**src/rtl/codec_sp_pkg.sv**
```systemverilog
package codec_sp_pkg;
    typedef enum logic [1:0] {
        ST_IDLE = 2'd0,
        ST_PRIM = 2'd1,
        ST_WAIT = 2'd2,
        ST_SEC  = 2'd3
    } sp_state_e;
endpackage

```
**src/rtl/sp_bit_counter.sv**
```systemverilog
module sp_bit_counter #(
    parameter int WORD_W = 16
) (
    input  logic clk,
    input  logic rst,
    input  logic run,
    output logic last
);
    localparam int CNT_W = $clog2(WORD_W);
    localparam logic [CNT_W-1:0] LAST_IDX = CNT_W'(WORD_W - 1);

    logic [CNT_W-1:0] cnt_q;

    assign last = run && (cnt_q == LAST_IDX);

    always_ff @(posedge clk) begin
        if (rst || !run || last) begin
            cnt_q <= '0;
        end else begin
            cnt_q <= cnt_q + 1'b1;
        end
    end
endmodule

```
**src/rtl/sp_tx_shifter.sv**
```systemverilog
module sp_tx_shifter #(
    parameter int WORD_W = 16
) (
    input  logic              clk,
    input  logic              rst,
    input  logic              load,
    input  logic [WORD_W-1:0] load_word,
    input  logic              shift,
    output logic              msb
);
    logic [WORD_W-1:0] sr_q;

    assign msb = sr_q[WORD_W-1];

    always_ff @(posedge clk) begin
        if (rst) begin
            sr_q <= '0;
        end else if (load) begin
            sr_q <= load_word;
        end else if (shift) begin
            sr_q <= {sr_q[WORD_W-2:0], 1'b0};
        end
    end
endmodule

```
**src/rtl/sp_rx_shifter.sv**
```systemverilog
module sp_rx_shifter #(
    parameter int WORD_W = 16
) (
    input  logic              clk,
    input  logic              rst,
    input  logic              shift,
    input  logic              din,
    output logic [WORD_W-1:0] full_word
);
    logic [WORD_W-1:0] sr_q;

    // word including the bit arriving in this cycle
    assign full_word = {sr_q[WORD_W-2:0], din};

    always_ff @(posedge clk) begin
        if (rst) begin
            sr_q <= '0;
        end else if (shift) begin
            sr_q <= full_word;
        end
    end
endmodule

```
**src/rtl/sp_delay_timer.sv**
```systemverilog
module sp_delay_timer #(
    parameter int B_W = 8
) (
    input  logic           clk,
    input  logic           rst,
    input  logic           active,
    input  logic           tick,
    input  logic [B_W-1:0] b_value,
    output logic           expired
);
    localparam logic [B_W-1:0] CNT_MAX = '1;

    logic [B_W-1:0] cnt_q;
    logic [B_W-1:0] half_b;

    assign half_b  = b_value >> 1;
    assign expired = active && (cnt_q >= half_b);

    always_ff @(posedge clk) begin
        if (rst || !active) begin
            cnt_q <= '0;
        end else if (tick && (cnt_q != CNT_MAX)) begin
            cnt_q <= cnt_q + 1'b1;
        end
    end
endmodule

```
**src/rtl/codec_serial_port.sv**
```systemverilog
module codec_serial_port
    import codec_sp_pkg::*;
#(
    parameter int WORD_W = 16,
    parameter int SAMP_W = 14,
    parameter int ADDR_W = 5,
    parameter int DATA_W = 8,
    parameter int B_W    = 8
) (
    input  logic              clk,
    input  logic              rst,
    input  logic              slave_mode,
    input  logic              prim_start,
    input  logic              fs_in,
    input  logic              filt_tick,
    input  logic [B_W-1:0]    b_value,
    input  logic [SAMP_W-1:0] adc_sample,
    input  logic [DATA_W-1:0] rd_data,
    input  logic              din,
    output logic              fs_out,
    output logic              dout,
    output logic              dac_valid,
    output logic [SAMP_W-1:0] dac_word,
    output logic [WORD_W-SAMP_W-1:0] dac_func,
    output logic              cmd_valid,
    output logic              cmd_read,
    output logic [ADDR_W-1:0] cmd_addr,
    output logic [DATA_W-1:0] cmd_data
);
    localparam int FUNC_W = WORD_W - SAMP_W;
    localparam int RD_BIT = ADDR_W + DATA_W;
    localparam logic [FUNC_W-1:0] FUNC_REQ = '1;

    sp_state_e state_q, state_d;

    logic fs_in_q, fs_rise, start_prim, sec_go;
    logic in_frame, last_bit, delay_done, read_pend_q;
    logic tx_load, tx_msb;
    logic [WORD_W-1:0] tx_word, rx_full;
    logic [WORD_W-1:0] prim_word, sec_word;

    // frame-start events
    assign fs_rise    = fs_in && !fs_in_q;
    assign start_prim = slave_mode ? fs_rise : prim_start;
    assign sec_go     = slave_mode ? fs_rise : delay_done;
    assign in_frame   = (state_q == ST_PRIM) || (state_q == ST_SEC);

    // words loaded into the transmit shifter
    assign prim_word = {adc_sample, {(FUNC_W-1){1'b0}}, slave_mode};
    assign sec_word  = read_pend_q ? {{(WORD_W-DATA_W){1'b0}}, rd_data} : '0;
    assign tx_load   = ((state_q == ST_IDLE) && start_prim) ||
                       ((state_q == ST_WAIT) && sec_go);
    assign tx_word   = (state_q == ST_WAIT) ? sec_word : prim_word;

    sp_bit_counter #(.WORD_W(WORD_W)) u_bitcnt (
        .clk  (clk),
        .rst  (rst),
        .run  (in_frame),
        .last (last_bit)
    );

    sp_tx_shifter #(.WORD_W(WORD_W)) u_tx (
        .clk       (clk),
        .rst       (rst),
        .load      (tx_load),
        .load_word (tx_word),
        .shift     (in_frame),
        .msb       (tx_msb)
    );

    sp_rx_shifter #(.WORD_W(WORD_W)) u_rx (
        .clk       (clk),
        .rst       (rst),
        .shift     (in_frame),
        .din       (din),
        .full_word (rx_full)
    );

    sp_delay_timer #(.B_W(B_W)) u_delay (
        .clk     (clk),
        .rst     (rst),
        .active  (state_q == ST_WAIT),
        .tick    (filt_tick),
        .b_value (b_value),
        .expired (delay_done)
    );

    // state register
    always_ff @(posedge clk) begin
        if (rst) begin
            state_q <= ST_IDLE;
        end else begin
            state_q <= state_d;
        end
    end

    // next-state logic
    always_comb begin
        state_d = state_q;
        unique case (state_q)
            ST_IDLE: if (start_prim) state_d = ST_PRIM;
            ST_PRIM: if (last_bit) begin
                state_d = (rx_full[FUNC_W-1:0] == FUNC_REQ) ? ST_WAIT : ST_IDLE;
            end
            ST_WAIT: if (sec_go) state_d = ST_SEC;
            ST_SEC:  if (last_bit) state_d = ST_IDLE;
            default: state_d = ST_IDLE;
        endcase
    end

    // serial outputs
    always_comb begin
        fs_out = in_frame && !slave_mode;
        dout   = in_frame && tx_msb;
    end

    // sync capture and received-word outputs
    always_ff @(posedge clk) begin
        if (rst) begin
            fs_in_q     <= 1'b0;
            read_pend_q <= 1'b0;
            dac_valid   <= 1'b0;
            cmd_valid   <= 1'b0;
            dac_word    <= '0;
            dac_func    <= '0;
            cmd_read    <= 1'b0;
            cmd_addr    <= '0;
            cmd_data    <= '0;
        end else begin
            fs_in_q   <= fs_in;
            dac_valid <= (state_q == ST_PRIM) && last_bit;
            cmd_valid <= (state_q == ST_SEC) && last_bit;
            if ((state_q == ST_PRIM) && last_bit) begin
                dac_word <= rx_full[WORD_W-1:FUNC_W];
                dac_func <= rx_full[FUNC_W-1:0];
            end
            if ((state_q == ST_SEC) && last_bit) begin
                cmd_read    <= rx_full[RD_BIT];
                cmd_addr    <= rx_full[RD_BIT-1:DATA_W];
                cmd_data    <= rx_full[DATA_W-1:0];
                read_pend_q <= rx_full[RD_BIT];
            end
        end
    end
endmodule

```
**config.mk**
```make
export PLATFORM = sky130hd
export DESIGN_NAME = codec_serial_port
export DESIGN_NICKNAME = d
export VERILOG_FILES = /design/src/rtl/codec_sp_pkg.sv /design/src/rtl/sp_bit_counter.sv /design/src/rtl/sp_tx_shifter.sv /design/src/rtl/sp_rx_shifter.sv /design/src/rtl/sp_delay_timer.sv /design/src/rtl/codec_serial_port.sv
export SDC_FILE = /design/constraint.sdc
export NUM_CORES = 1
export LEC_CHECK = 0
export BUFFER_PORTS_ARGS = -buffer_cell sky130_fd_sc_hd__buf_2
export CORE_MARGIN = 1.5
export CORE_UTILIZATION = 35
export CTS_CLUSTER_SIZE = 16
export DETAILED_ROUTE_END_ITERATION = 8
export GPL_TIMING_DRIVEN = 0
export PLACE_DENSITY_LB_ADDON = 0.1
export SLEW_MARGIN = 20
export SYNTH_ARGS = -nofsm -noshare
export SYNTH_HDL_FRONTEND = slang
export SYNTH_SLANG_ARGS = --single-unit
export TNS_END_PERCENT = 5
```
**constraint.sdc**
```tcl
create_clock -name clk -period 1.9 [get_ports clk]
set_input_delay 0.095 -clock clk [delete_from_list [all_inputs] [get_ports clk]]
set_output_delay 0.095 -clock clk [all_outputs]
set_load 0.005 [all_outputs]
```
# == Word-level counts from Yosys, hierarchy flattened ==
# Cells that the tools add are included.
# totals
wordCells,60
ff_bits,78
output_inout_bits,34
input_bits,37
# classes
add_sub_neg,2
order_cmp,1
mux,12
n_eq_ne,10
n_reduce_logical,22
# ops
cell,n
$mux 16,3
$logic_and 1x1->1,10
$mux 2,5
$add 8x1->8 const B,1
$ge 8x7->1,1
$mux 8,1
$ne 2x2->1 const B,4
$ne 8x8->1 const B,1
$pmux 2 s4,1
$eq 2x2->1 const B,3
$logic_or 1x1->1,5
$add 4x1->4 const B,1
$eq 4x4->1 const B,1
$logic_not 1->1,4
$reduce_and 4->1,1
$eq 2x1->1 const B,1
$logic_not 2->1,1
$mux 1,2
$reduce_bool 2->1,1

# == Logic depth before layout (Yosys ltp) ==
# logic_depth
depth_word,6
depth_mapped,8

# == Modules after synthesis ==
# From an unflattened synthesis, not the netlist that was laid out.
# hier_totals
hier_cells,397
area_unflattened_um2,3438.3
# modules_own_cells
module,area_each_um2,instances,cells_per_inst,seq_area_each_um2
codec_serial_port,1420.1,1,191,700.7
sp_tx_shifter,764.5,1,71,320.3
sp_rx_shifter,549.3,1,49,300.3
sp_delay_timer,546.8,1,69,160.2
sp_bit_counter,157.7,1,17,80.1

# == Worst setup path after synthesis ==
# No wires, ideal clock.
# synth_path
kind,reg2reg
from,register u_delay.cnt_q[0]
to,register u_tx.sr_q[10]
synth_period_minus_slack_ps,1986
path_buffers,1
slack_ps,-86
setup_ps,72
required_time_ps,1828
arrival_ps,1914
stages_incl_launch_ff,9
path_cell_list,dfxtp_1 inv_1 ha_1 nand2b_4 a2111oi_4 o32ai_2 o21ai_4 buf_12 mux2i_1
# synth_via
elab_chain_cells,6
# synth_lines
element,line,text
from (decl),sp_delay_timer.sv:13,logic [B_W-1:0] cnt_q;
from (signal assigned),sp_delay_timer.sv:23,cnt_q <= cnt_q + 1'b1;
$ge 8x7->1 (*),sp_delay_timer.sv:17,assign expired = active && (cnt_q >= half_b);
$logic_and 1x1->1 (*),sp_delay_timer.sv:17,
$mux 1 (*),codec_serial_port.sv:45,assign sec_go = slave_mode ? fs_rise : delay_done;
$logic_and 1x1->1 (*),codec_serial_port.sv:52,((state_q == ST_WAIT) && sec_go);
$logic_or 1x1->1 (*),codec_serial_port.sv:51,assign tx_load = ((state_q == ST_IDLE) && start_prim) ||
$mux 16 or $reduce_bool 2->1 (tied branches),--,
to (signal assigned),sp_tx_shifter.sv:19,sr_q <= load_word;
to (signal assigned),sp_tx_shifter.sv:21,"sr_q <= {sr_q[WORD_W-2:0], 1'b0};"
to (decl),sp_tx_shifter.sv:11,logic [WORD_W-1:0] sr_q;
# Mark *: on every way between the ends. The rest lies on a longest branch, timed or not.
# A chain may end at the register's enable or synchronous reset.

# == Worst setup path in the final report ==
# layout_path
from,register u_delay.cnt_q[0]
to,register u_tx.sr_q[15]
# The elaborated chain is that of the path after synthesis.

==> results by group <==
Setup path
  – Slowest CP cell: dfxtp_4
  – CP max stage delay: about 0.37 ns
  – Largest delay share family, worst path: compound AO/OA/AOI/OAI gates
  – Arr. time, crit path: approximately 2.1 ns
  – Worst EP required: roughly 2.2 ns
  – Peak fanout along the critical path: 4
  – Crit path cell chain: inv_2, ha_4, nand2b_4, a2111oi_4, o32ai_2, o21ai_4, buf_4, mux2i_1
  – WS Path Type: reg2reg
  – Buffers and inverters on the worst path: 2
  – CP Capture Type: flop
  – Critical Path Source Type: flop

Placed design
  – DP HPWL: around 5700 µm
  – GPL Wtd Cong: 0.774
  – PortBufs: 69

Timing
  – Final setup fails: 0
  – Tightest Pin Transition: 0.656 ns
  – Slew headroom: 56.2%
  – Minimum hold slack: about 0.018 ns
  – Final hold viol count: 0
  – Skew final: about 0.012 ns
  – Max Slew Vio Count: 0
  – Period utilisation layout: 97.4%
  – Top achievable clock speed: 0.541 GHz
  – Min cycle time layout: ~1.8 ns
  – RSZ-0062 raised after global routing: true

Finish
  – Number of diodes: 0
  – Most common cell after layout, fill and taps aside: nand2_1
  – Ratio of cells with drive above 1 in the final layout: between 20% and 30%
  – Commonest cells after routing, fill and taps aside: nand2_1 (90), dfxtp_1 (75), buf_2 (72)
  – Area growth, synth to finish: 23.1%
  – Nets@finish: ~520

Power
  – Cell leakage power: 1.73 nW
  – Total design power: around 3.3 mW
  – Sw frac: between 20% and 30%
  – NetSw: around 830 µW
  – Logic pwr share: approximately a tenth
  – PD cells: ~790 nW/µm²
  – Clock share of power: between 30% and 40%
  – Int Power: 2.49 mW
  – Sequential Power Share: slightly above 50%
  – Max IR drop VDD: ~0.34 mV

Synth
  – Netlist Area Pre-Place: between 3000 and 4000 µm²
  – YS warnings: 0
  – Post-synth cell types: 48
  – Post-synth EDFFs: 0
  – Dominant synthesized flop cell: dfxtp_1
  – Register area share after synthesis: 45.7%
  – Async SR Flop Fraction: 0%
  – Syn Inst Count: about 400
  – Post-Syn Area per Cell: a little under 9 µm²
  – FF+latch count, synth: just under 80
  – Synth Net Count: ~440

Clock network
  – Num CTS Buffers: 9
  – Clk pin slew, worst setup/hold paths: ~0.08 ns
  – Clock sink total: between 70 and 80
  – Clock buffer depth: 2
  – Root buf cell: clkbuf_8
  – Clk_lat worst skew: approximately 0.35 ns
  – CTS tree: built
  – H-tree depth: 3

Outcome
  – Status: completed

Floorplan
  – Site row count: 35
  – Starting density of the core: a little over a third
  – Core area: a little over 9000 µm²
  – I/O Pins: between 70 and 80
  – Area of the die: around 10000 µm²
  – Die width: 102 µm
  – Chip height: about 100 µm

GRT
  – Initial antenna violation count: 0
  – Largest net degree at the start of global routing: 18
  – Gr ovfl total: 0
  – First-pass GRT wire length: between 10000 and 15000 µm
  – Vias in the first global route: between 2000 and 3000
  – Total GRT Usage: 16.2%

Route
  – DRC: 0
  – Vias per inst: around 4.8
  – Post-route ant nets: 0
  – Initial detailed-routing violation count: 85
  – Vias: approximately 2900
  – Final wirelength: 8080 µm
  – First-pass iteration count of the detailed router: 4
  – Routed len/inst: between 10 and 15 µm

Job
  – Maxcap violations: 0

Min path
  – Worst hold path class: in2reg
-- logic make-up (layout without fill, tap and decap cells) --
kind of cell	after synthesis	count (layout)	synth area share, %
fa+ha+maj	9	9	3.30
xor+xnor	8	8	2.05
mux	30	30	8.80
simple gates	163	163	20.2
flops	78	78	45.7
buf+inv	32	121	4.95
compound gates	69	69	15.0
-- metal layers --
| layer | up-vias | share of wire (%) | track usage (%) |
|---|---|---|---|
| li1 | 1489 | - | - |
| met1 | 1348 | 50 | 21.3 |
| met2 | 49 | 46 | 25.8 |
| met3 | 4 | 4.0 | 3.73 |
| met4 | 0 | 0.69 | 6.09 |
| met5 | - | 0 | 0 |
-- synthesized netlist by cell type (2+ instances only) --
cell      number  share of area, %
mux2i_1       30               8.8
and3_1         2              0.37
nand3_1       13               1.9
nand4_1        4              0.73
clkinv_1       2              0.22
inv_1         10               1.1
dfxtp_1       78                46
nor2_1        41               4.5
o21ai_0        8               1.2
a311o_1        5               1.5
a22o_1         8               2.1
clkbuf_1       7              0.77
buf_2          7               1.0
o21a_1         2              0.44
a21oi_1       32               4.7
ha_1           9               3.3
xnor2_1        4               1.0
nand2_1       90               9.9
buf_6          2              0.66
xor2_1         4               1.0
nor2b_1        4              0.73
-- per-stage QoR --
step	setup TNS [ns]	cells	worst slack, ns	area [µm²]	utilization, %
global placement	-2.30	587	-0.208	3920	42.0
floorplan	-0.112	389	-0.0124	3410	-
finish	0	607	0.0501	4200	45.0
detailed placement	-2.61	587	-0.224	3920	42.0
CTS	-0.0229	606	-0.0109	4180	44.8
global route	-1.08	607	-0.0609	4200	45.0
-- final cells by class --
class                           instances  area (µm²)
Clock inverter                          6        68.8
Buffer                                 19         130
Multi-Input combinational cell        279        1700
Inverter                               12        48.8
Timing Repair Buffer                   74         385
Tap cell                              129         161
Sequential cell                        78        1570
Clock buffer                           10         138
Fill cell                             991        5130
-- worst paths after layout --
kind | from | to | slack (ns) | depth (start not counted)
setup / recovery | u_delay.cnt_q[0]$_SDFFE_PP0P_ | u_tx.sr_q[15]$_SDFFE_PP0P_ | 0.05 | 8
hold / removal | din | cmd_data[0]$_SDFFE_PP0P_ | 0.02 | 3
setup reg to reg | u_delay.cnt_q[0]$_SDFFE_PP0P_ | u_tx.sr_q[15]$_SDFFE_PP0P_ | 0.05 | 8
hold reg to reg | u_rx.sr_q[14]$_SDFFE_PP0N_ | dac_word[13]$_SDFFE_PP0P_ | 0.45 | 2
-- repair_timing --
item                                    4_1_cts  5_1_grt
endpoints found under the setup margin       27       44
hold endpoints to repair                      1        0
hold buffers                                  1        0
pin swaps                                     1        3
buffers inserted                              3        1
resized for setup                             5        7
-- power groups by stage --
stage / sequential (mW) / clock (mW) / combinational (mW)
final: 1.70 / 1.28 / 0.337
after global routing: 1.70 / 1.40 / 0.369
after CTS: 1.70 / 1.33 / 0.338
after detailed placement: 1.74 / 0 / 0.320
after global placement: 1.73 / 0 / 0.316
after floorplan: 1.73 / 0 / 0.225
-- registers in the layout, summed over array words and instances (netlist names), 2 cells and up, named ones only --
name / cells
u_bitcnt.cnt_q: 4
dac_func: 2
dac_word: 14
u_delay.cnt_q: 8
u_tx.sr_q: 16
cmd_data: 8
u_rx.sr_q: 15
cmd_addr: 5
-- worst register-to-register path, stage by stage (launching register included) --
cell and delay (ns):
dfxtp_4 0.37, inv_2 0.04, ha_4 0.20, nand2b_4 0.14
a2111oi_4 0.30, o32ai_2 0.15, o21ai_4 0.21, buf_4 0.19
mux2i_1 0.18
(Power assumes the default switching activity.)
